**src/rtl/wdt_pkg.sv**
```systemverilog
package wdt_pkg;
  // Strobes from the control FSM to the counting datapath
  typedef struct packed {
    logic load;     // reload interval from count field, clear prescaler
    logic advance;  // accept one millisecond tick
  } wdtStrobe_t;
endpackage

```
**src/rtl/wdt_dp.sv**
```systemverilog
module wdt_dp
  import wdt_pkg::*;
#(
  parameter int TICKS_PER_UNIT = 290,
  parameter int CNT_W          = 8,
  parameter int SEL_W          = 5,
  parameter int RESET_UNITS    = 16
) (
  input  logic             clk,
  input  logic             rst_n,
  input  wdtStrobe_t       strobe,
  input  logic [CNT_W-1:0] wdCount,
  input  logic             alarm,
  input  logic [SEL_W-1:0] curSel,
  input  logic [SEL_W-1:0] safeSel,
  input  logic             vcoDirectReq,
  output logic             remainZero,
  output logic [SEL_W-1:0] effSel,
  output logic             useVcoDiv
);
  localparam int PRE_W = (TICKS_PER_UNIT > 1) ? $clog2(TICKS_PER_UNIT) : 1;
  localparam logic [PRE_W-1:0] PRE_LAST = PRE_W'(TICKS_PER_UNIT - 1);

  logic [PRE_W-1:0] preCnt;
  logic [CNT_W-1:0] remainUnits;
  logic             preLast;

  assign preLast    = (preCnt == PRE_LAST);
  assign remainZero = (remainUnits == '0);

  always_ff @(posedge clk) begin
    if (!rst_n) begin
      preCnt      <= '0;
      remainUnits <= CNT_W'(RESET_UNITS);
    end else if (strobe.load) begin
      preCnt      <= '0;
      remainUnits <= wdCount;
    end else if (strobe.advance) begin
      if (preLast) begin
        preCnt      <= '0;
        remainUnits <= remainUnits - CNT_W'(1);
      end else begin
        preCnt <= preCnt + PRE_W'(1);
      end
    end
  end

  // Safe-code substitution while alarmed
  always_comb begin
    if (alarm) begin
      effSel    = safeSel;
      useVcoDiv = 1'b0;
    end else begin
      effSel    = curSel;
      useVcoDiv = vcoDirectReq;
    end
  end

  // Prescaler never passes its last state
  assert_pre_bound_R4: assert property (@(posedge clk) disable iff (!rst_n)
    preCnt <= PRE_LAST);

  // No tick accepted and no reload: elapsed time frozen
  assert_hold_idle_R4: assert property (@(posedge clk) disable iff (!rst_n)
    (!strobe.load && !strobe.advance) |=> ($stable(remainUnits) && $stable(preCnt)));

  // A full unit of ticks removes exactly one unit
  assert_unit_step_R3: assert property (@(posedge clk) disable iff (!rst_n)
    (!strobe.load && strobe.advance && preLast) |=> (remainUnits == $past(remainUnits) - CNT_W'(1)));

  // Reload restores the programmed interval
  assert_reload_R5: assert property (@(posedge clk) disable iff (!rst_n)
    strobe.load |=> (remainUnits == $past(wdCount) && preCnt == '0));
endmodule

```
**src/rtl/wdt_ctrl.sv**
```systemverilog
module wdt_ctrl
  import wdt_pkg::*;
(
  input  logic       clk,
  input  logic       rst_n,
  input  logic       wdEnable,
  input  logic       busWrite,
  input  logic       msTick,
  input  logic       remainZero,
  output wdtStrobe_t strobe,
  output logic       alarm,
  output logic       alarmPulse
);
  logic armed;
  logic expire;

  assign armed  = wdEnable && !alarm;
  assign expire = armed && !busWrite && remainZero;

  always_comb begin
    strobe.load    = !wdEnable || (armed && busWrite);
    strobe.advance = armed && !busWrite && !remainZero && msTick;
  end

  always_ff @(posedge clk) begin
    if (!rst_n) begin
      alarm      <= 1'b0;
      alarmPulse <= 1'b0;
    end else if (!wdEnable) begin
      alarm      <= 1'b0;
      alarmPulse <= 1'b0;
    end else begin
      if (expire) alarm <= 1'b1;
      alarmPulse <= expire;
    end
  end

  // Disarming clears the alarm
  assert_clear_on_disable_R8: assert property (@(posedge clk) disable iff (!rst_n)
    !wdEnable |=> !alarm);

  // Alarm holds while enabled
  assert_sticky_R7: assert property (@(posedge clk) disable iff (!rst_n)
    (alarm && wdEnable) |=> alarm);

  // Pulse only on the first alarm cycle
  assert_pulse_edge_R10: assert property (@(posedge clk) disable iff (!rst_n)
    alarmPulse |-> (alarm && !$past(alarm)));

  // Alarm rises only from an exhausted, armed interval
  assert_rise_cause_R3: assert property (@(posedge clk) disable iff (!rst_n)
    $rose(alarm) |-> $past(remainZero && wdEnable && !busWrite));

  // Exhausted interval alarms on the next edge
  assert_zero_alarm_R9: assert property (@(posedge clk) disable iff (!rst_n)
    (wdEnable && !alarm && !busWrite && remainZero) |=> (alarm && alarmPulse));

  // Strobes are never issued together with an alarm held
  assert_frozen_R7: assert property (@(posedge clk) disable iff (!rst_n)
    (alarm && wdEnable) |-> !strobe.advance && !strobe.load);
endmodule

```
**src/rtl/wdt_safe_freq.sv**
```systemverilog
module wdt_safe_freq
  import wdt_pkg::*;
#(
  parameter int TICKS_PER_UNIT = 290,
  parameter int CNT_W          = 8,
  parameter int SEL_W          = 5,
  parameter int RESET_UNITS    = 16
) (
  input  logic             clk,
  input  logic             rst_n,
  input  logic             msTick,
  input  logic             wdEnable,
  input  logic [CNT_W-1:0] wdCount,
  input  logic [SEL_W-1:0] safeSel,
  input  logic [SEL_W-1:0] curSel,
  input  logic             vcoDirectReq,
  input  logic             busWrite,
  output logic [SEL_W-1:0] effSel,
  output logic             useVcoDiv,
  output logic             alarmStatus,
  output logic             alarmPulse
);
  wdtStrobe_t strobe;
  logic       remainZero;

  wdt_ctrl ctrl_i (
    .clk        (clk),
    .rst_n      (rst_n),
    .wdEnable   (wdEnable),
    .busWrite   (busWrite),
    .msTick     (msTick),
    .remainZero (remainZero),
    .strobe     (strobe),
    .alarm      (alarmStatus),
    .alarmPulse (alarmPulse)
  );

  wdt_dp #(
    .TICKS_PER_UNIT (TICKS_PER_UNIT),
    .CNT_W          (CNT_W),
    .SEL_W          (SEL_W),
    .RESET_UNITS    (RESET_UNITS)
  ) dp_i (
    .clk          (clk),
    .rst_n        (rst_n),
    .strobe       (strobe),
    .wdCount      (wdCount),
    .alarm        (alarmStatus),
    .curSel       (curSel),
    .safeSel      (safeSel),
    .vcoDirectReq (vcoDirectReq),
    .remainZero   (remainZero),
    .effSel       (effSel),
    .useVcoDiv    (useVcoDiv)
  );
endmodule

```
**config.mk**
```make
export PLATFORM = sky130hd
export DESIGN_NAME = wdt_safe_freq
export DESIGN_NICKNAME = d
export VERILOG_FILES = /design/src/rtl/wdt_pkg.sv /design/src/rtl/wdt_dp.sv /design/src/rtl/wdt_ctrl.sv /design/src/rtl/wdt_safe_freq.sv
export SDC_FILE = /design/constraint.sdc
export NUM_CORES = 1
export LEC_CHECK = 0
export BUFFER_PORTS_ARGS = -buffer_cell sky130_fd_sc_hd__buf_2
export CAP_MARGIN = 20
export CORE_MARGIN = 8
export CORE_UTILIZATION = 25
export DETAILED_ROUTE_END_ITERATION = 8
export PLACE_DENSITY = 0.55
export SETUP_SLACK_MARGIN = 0.3
export SYNTH_ARGS = -nofsm -noshare
export SYNTH_HDL_FRONTEND = slang
export SYNTH_HIERARCHICAL = 1
export SYNTH_SLANG_ARGS = --single-unit
```
**constraint.sdc**
```tcl
create_clock -name clk -period 3.25 [get_ports clk]
set_input_delay 0.975 -clock clk [delete_from_list [all_inputs] [get_ports clk]]
set_output_delay 0.975 -clock clk [all_outputs]
set_load 0.005 [all_outputs]
```
==> results of run 1 <==
==> flip-flops by register name, summed over array words and instances, names as in the netlist <==
name / count
dp_i/preCnt: 9
ctrl_i/alarm: 1
dp_i/remainUnits: 8
ctrl_i/alarmPulse: 1
==> cells in the final DEF (no fill, tap or decap), drive strengths merged, types with 2 or more instances in the layout <==
master	netlist	routed
nor2	14	14
o21ai	5	5
nand4	7	7
ha	4	4
inv	5	5
nor3	4	4
or3	6	6
nand2b	3	3
xor2	3	3
dfxtp	19	19
a31oi	2	2
xnor2	7	7
nor3b	3	3
nor4b	3	3
mux2	5	5
o211a	2	2
clkbuf	3	3
nand2	10	10
buf	1	34
nor2b	2	2
nand3	5	5
==> stage by stage <==
stage	total power [mW]	util	cells	hold WS, ns	instance area (um2)
2_1_floorplan	0.2887	-	124	0.4657	1099
3_3_place_gp	0.3181	0.3086	206	0.4993	1325
3_5_place_dp	0.3177	0.3086	206	0.4962	1325
4_1_cts	0.4864	0.3193	210	0.5062	1371
5_1_grt	0.5063	0.3193	210	0.5411	1371
6_report	0.4784	0.3193	210	0.5036	1371
==> tightest hold or removal path, stage by stage (launching register included) <==
cell and delay (ns):
dfxtp_1 0.31, o21ai_0 0.06, a31oi_1 0.08
==> cell families after synthesis <==
family                     after synthesis
AOI/OAI and AO/OA                       16
xor gates and xnor gates                10
adders and majority gates                4
buffers and inverters                    9
DFF                                     19
muxes                                    5
and+or+nand+nor                         61
==> per-layer routing <==
metal	global-route usage	part of all wire
met1	0.09166	0.45
met2	0.1331	0.49
met3	0.02814	0.057
met4	0.03158	0.0071
met5	0	0
==> layout make-up <==
| class | count | area [um2] |
|---|---|---|
| clock buffers | 3 | 41.29 |
| clock inverters | 1 | 5.005 |
| fillers | 456 | 2923 |
| inverters | 5 | 18.77 |
| multi-input cells | 96 | 683.2 |
| flip-flops and latches | 19 | 380.4 |
| well taps | 52 | 65.06 |
| repair buffers | 34 | 177.7 |
==> worst max path at each step <==
stage	slack, ns	cells after the start	end
2_1_floorplan	0.66	9	dp_i/preCnt[1]$_SDFFE_PP0P_
3_3_place_gp	0.67	7	dp_i/remainUnits[5]$_SDFFE_PN0P_
3_5_place_dp	0.60	7	dp_i/remainUnits[5]$_SDFFE_PN0P_
4_1_cts	0.73	9	dp_i/preCnt[1]$_SDFFE_PP0P_
5_1_grt	0.59	9	dp_i/preCnt[1]$_SDFFE_PP0P_
6_report	0.75	9	dp_i/preCnt[1]$_SDFFE_PP0P_
==> power by group <==
part	leakage [nW]	internal [mW]	switching (mW)
registers	0.155	0.240	0.00779
logic	0.359	0.0342	0.0297
clock network	0.0255	0.0853	0.0809
total	0.539	0.360	0.118
==> summary.txt, run 1 <==
Clock tree
  • Buffer type at the clock tree root: clkbuf_8
  • Clk_lat worst skew: 0.26 ns
  • Clock transition at path regs: 0.07 ns
  • CTS tree: done
  • CTS Buffer Depth: 2
  • Setup Buffers After CTS: 0
  • Inserted Clock Buffers: 3
  • PostCTS Resize Cnt: 0
  • Hold-fix buffers at CTS: 0
  • H-tree depth: 1
  • Clock Sinks: 19

Global routing
  • Initial antenna violation count: 0
  • Total grt overflow: 0
  • Vias in the first global route: 988
  • All-Layer GR Usage: 0.08008
  • First-pass GRT wire length: 4284 um
  • Largest net degree at the start of global routing: 18

Floorplanning
  • Die extent in y: 82.29 um
  • Initial Utilization: 0.2558
  • Chip Width: 82.29 um
  • I/O pin count: 32
  • Die area: 6772 um2
  • Cell Rows: 24
  • CORE AREA: 4294 um2

Worst hold path
  • Hold Path Stages: 2
  • WHS Endpoint: dp_i/remainUnits[6]$_SDFFE_PN0P_
  • Hold Startpoint: dp_i/remainUnits[6]$_SDFFE_PN0P_
  • Hold Path Class: flip-flop to flip-flop

Yosys
  • Post-synth cell types: 36
  • Syn nets: 152
  • Sequential share of the synthesized area: 0.3462
  • Yosys reg bits: 19
  • Dominant synthesized flop cell: dfxtp_1
  • Post-synth EDFFs: 0
  • Yosys warns: 6
  • Mux cell area share after synthesis: 0.05125
  • Synth Instances: 124
  • Most common cell in the netlist: dfxtp_1
  • Synth Area in Adders: 0.04556
  • Post-synth top cells: dfxtp_1 (19), nor2_1 (14), nand2_1 (10)
  • Avg Cell Area, Syn: 8.859 um2
  • Mapped Area: 1099 um2
  • Largest family of logic cells by synthesized area: simple AND/OR/NAND/NOR gates
  • Async set-reset flop share out of synthesis: 0
  • Simple-Gate Fraction of Synth Area: 0.3360
  • Share of the synthesized area in the top cell type: 0.3462
  • Largest area contributor in the netlist: dfxtp_1
  • Post-Synth XOR/XNOR Area: 0.07973
  • Synth Area in Compound Gates: 0.1093
  • Top cells by area, synth: dfxtp_1 (35%), xnor2_1 (5.6%), mux2_2 (5.1%)

Place
  • Count of input and output buffers: 31
  • DP Wirelength: 1959 um
  • Post-Place Worst Slack: 0.6049 ns
  • Gpl congestion: 0.7653

Critical path
  • Worst path max stage delay: 0.38 ns
  • Largest fanout on the critical path: 9
  • CP Class: flip-flop to flip-flop
  • R2r worst-path depth: 9
  • CP endpoint kind: flip-flop
  • Worst flop-to-flop path startpoint: dp_i/remainUnits[3]$_SDFFE_PN0P_
  • CP Launch Point: dp_i/remainUnits[3]$_SDFFE_PN0P_
  • Worst EP required: 3.43 ns
  • Reg-to-reg slack, setup: 0.75 ns
  • Slowest stage cell, crit path: or3_1
  • R2r endpoint: dp_i/preCnt[1]$_SDFFE_PP0P_
  • Number of buffer and inverter stages on the critical path: 1
  • Critical path launch point type: flip-flop
  • Delay-heaviest family, CP: simple AND/OR/NAND/NOR gates
  • CP cell instances: or2_1 -> or3_1 -> nor4b_1 -> buf_4 -> nor4b_4 -> nor3b_2 -> nand3_2 -> nand3_1 -> a211oi_1
  • CP arrival: 2.68 ns

Timing
  • Final Hold Fails: 0
  • Final min period: 2.497 ns
  • Relative slew slack: 0.7514
  • Crit share post-route: 0.7683
  • Final setup margin: 0.7531 ns
  • Clock skew: 0.005180 ns
  • Least-Margin Pin Slew: 0.3724 ns
  • Unrepaired setup endpoints after global routing: false
  • Setup TNS: 0 ns
  • Setup Viol. Count Final: 0
  • Fmax: 400.5 MHz
  • Slew Viols, Final: 0

Detailed routing
  • Routed WL: 2544 um
  • Post-DRT Antenna Nets: 0
  • Via density: 4.614
  • Drt wl/cell: 12.11 um
  • Via count: 969
  • Remaining DRCs: 0
  • DR iter-0 viols: 90
  • Drt pass-1 iters: 4

Finish
  • Layout cell share with drive strength beyond 1: 0.3101
  • Net count, final: 187
  • Area growth from synthesis to layout: 24.83%
  • Ant. Diodes: 0

Run
  • Max-cap violation count: 0

Power
  • Peak supply drop: 153.7 uV
  • LEAKAGE: 0.5394 nW
  • Power per cell area: 348.8 nW/um2

Run status
  • Status: completed
(Power assumes the default switching activity.)
==> run 2, diff against run 1 <==
- clock period: 3.25 -> 2.4 ns (I/O delays scaled with it)
==> run 2 against run 1 <==
Effect of this change:
- combinational power increased by 78%
- sequential share of layout area is 3.2 points lower
- cell area is 14% higher
- clock-buffer cell count rose by 1
- first-iteration DRC count is 41% lower
- worst hold slack gained 0.013 ns
==> summary.txt, run 2 (synthesis gave the netlist of run 1 again) <==
Detailed routing
  • Via count: 1,019 (+5.2%)
  • Drt wl/cell: 12.55 um (+3.6%)
  • DR iter-0 viols: 53 (-41%)
  • Remaining DRCs: 0 (unchanged)
  • Routed WL: 2798 um (+10%)
  • Drt pass-1 iters: 4 (unchanged)
  • Post-DRT Antenna Nets: 0 (unchanged)
  • Via density: 4.570 (-0.97%)

Timing
  • Clock skew: 0.004689 ns (-0.0004907 ns)
  • Setup TNS: 0 ns (unchanged)
  • Crit share post-route: 0.8822
  • Fmax: 472.3 MHz
  • Slew Viols, Final: 0 (unchanged)
  • Relative slew slack: 0.6816 (-0.06980)
  • Least-Margin Pin Slew: 0.4771 ns (+0.1047 ns)
  • Unrepaired setup endpoints after global routing: true
  • Final min period: 2.117 ns
  • Final Hold Fails: 0 (unchanged)
  • WHS: 0.5163 ns (+0.01271 ns)
  • Setup Viol. Count Final: 0 (unchanged)

Critical path
  • Largest fanout on the critical path: 7 (-2)
  • Number of buffer and inverter stages on the critical path: 1 (unchanged)
  • Delay-heaviest family, CP: simple AND/OR/NAND/NOR gates
  • Slowest stage cell, crit path: nor3b_4
  • Worst flop-to-flop path startpoint: dp_i/remainUnits[0]$_SDFFE_PN0P_
  • CP Launch Point: wdEnable
  • Critical path launch point type: input pin
  • Reg-to-reg slack, setup: 0.30 ns (-0.45 ns)
  • CP cell instances: buf_2 -> nand2b_4 -> nor4b_4 -> nor3b_4 -> nand3_4 -> o31a_1 -> o311a_1
  • Worst EP required: 2.54 ns (-0.89 ns)
  • CP Depth: 7 (-2)
  • CP Class: input pin to flip-flop
  • CP arrival: 2.26 ns (-0.42 ns)
  • R2r worst-path depth: 8 (-1)
  • CP endpoint kind: flip-flop
  • Worst path max stage delay: 0.32 ns (-0.06 ns)

Clock tree
  • Clock transition at path regs: 0.07 ns (about the same)
  • Hold-fix buffers at CTS: 0 (unchanged)
  • CTS Buffer Depth: 2 (unchanged)
  • CTS tree: done
  • Buffer type at the clock tree root: clkbuf_8
  • Clk_lat worst skew: 0.26 ns (about the same)
  • Clock Sinks: 19 (unchanged)
  • H-tree depth: 1 (unchanged)
  • Inserted Clock Buffers: 3 (unchanged)

Finish
  • Post-route cell area: 1564 um2 (+14%)
  • Most frequent cells in the layout: buf_2 (31), dfxtp_1 (16), buf_4 (15)
  • Biggest regs: dp_i/preCnt (9), dp_i/remainUnits (8)
  • Area growth from synthesis to layout: 42.37%
  • Net count, final: 200 (+7.0%)
  • Final Util: 0.3642 (+0.04487)
  • Reg with most FFs: dp_i/preCnt
  • Multi-input combinational cell area: 783.3 um2 (+15%)
  • Most common cell after layout, fill and taps aside: buf_2
  • Max reg flops: 9 (unchanged)
  • Fillcell total: 436 (-4.4%)
  • Sequential cell area: 384.1 um2 (+0.99%)
  • Ant. Diodes: 0 (unchanged)
  • Layout cell share with drive strength beyond 1: 0.4444 (+0.1343)

Floorplanning
  • Die area: 6772 um2 (unchanged)
  • CORE AREA: 4294 um2 (unchanged)
  • Die extent in y: 82.29 um (unchanged)
  • Chip Width: 82.29 um (unchanged)
  • I/O pin count: 32 (unchanged)
  • Cell Rows: 24 (unchanged)
  • Initial Utilization: 0.2558 (unchanged)

Global routing
  • All-Layer GR Usage: 0.08482 (+0.004741)
  • Vias in the first global route: 991 (+0.30%)
  • Largest net degree at the start of global routing: 18 (unchanged)
  • Initial antenna violation count: 0 (unchanged)
  • First-pass GRT wire length: 4588 um (+7.1%)
  • Total grt overflow: 0 (unchanged)

Worst hold path
  • Hold Startpoint: dp_i/remainUnits[6]$_SDFFE_PN0P_
  • Hold Path Class: flip-flop to flip-flop
  • Hold Path Stages: 2 (unchanged)

Power
  • Power per cell area: 431.1 nW/um2 (+24%)
  • LEAKAGE: 0.6050 nW (+12%)
  • Total power: 0.6742 mW (+41%)
  • Peak supply drop: 168.1 uV (+9.4%)

Place
  • Placement Cell Area: 1365 um2 (+3.0%)
  • Gpl congestion: 0.7085 (-7.4%)
  • DP Wirelength: 2038 um (+4.0%)
  • Count of input and output buffers: 31 (unchanged)

Run
  • Max-cap violation count: 0 (unchanged)

Run status
  • Status: completed
-- run 2: cell count changes in the layout (fill, tap and decap cells not counted), sizes merged --
| cell | previous run | this run |
|---|---|---|
| clkinv | 1 | 0 |
| buf | 34 | 46 |
| clkbuf | 3 | 4 |
| nand3 | 5 | 6 |
-- run 2: cell type report --
class                      instances  area share
clock buffer                       4     0.02880
inverter                           5     0.01200
multi-input combinational         97      0.5008
sequential                        19      0.2456
tap                               52     0.04160
timing repair buffer              46      0.1712
-- run 2: what timing repair did --
item / 4_1_cts / 5_1_grt
resized for setup: 6 / 7
endpoints found under the setup margin: 17 / 16
cloned: 0 / 1
pin swaps: 5 / 14
setup buffers: 6 / 7
-- run 2: worst register-to-register path, delay by kind of cell (launching register included) --
kind            cells  cell delay (ns)
flops               1             0.34
buf+inv             1             0.05
fa+ha+maj           1             0.15
compound gates      2             0.59
simple gates        4             0.87
-- run 2: report_power, final --
| group | leakage, nW | total [mW] | switching [mW] | internal, mW |
|---|---|---|---|---|
| sequential | 0.156 | 0.337 | 0.0105 | 0.326 |
| clock | 0.0228 | 0.223 | 0.105 | 0.118 |
| combinational | 0.426 | 0.114 | 0.0519 | 0.0621 |
| total | 0.605 | 0.674 | 0.168 | 0.507 |
-- run 2: path summary, 6_finish.rpt --
kind                                       to
max reg2reg  dp_i/remainUnits[5]$_SDFFE_PN0P_
max          dp_i/remainUnits[5]$_SDFFE_PN0P_
min reg2reg  dp_i/remainUnits[6]$_SDFFE_PN0P_
min          dp_i/remainUnits[6]$_SDFFE_PN0P_
-- run 2: metal layers --
metal	routed length [um]	vias to the layer above	track usage	share of wire
li1	-	542	-	-
met1	1287	460	0.1001	0.46
met2	1379	14	0.1480	0.49
met3	121	3	0.02706	0.043
met4	10	0	0.01404	0.0036
met5	0	-	0	0
-- run 2: stage by stage --
stage / std cells / setup WS (ns)
after detailed placement: 205 / 0.05201
after CTS: 215 / 0.2751
after global routing: 223 / 0.1909
final: 223 / 0.2826
after floorplan: 124 / 0.1650
after global placement: 205 / 0.07203
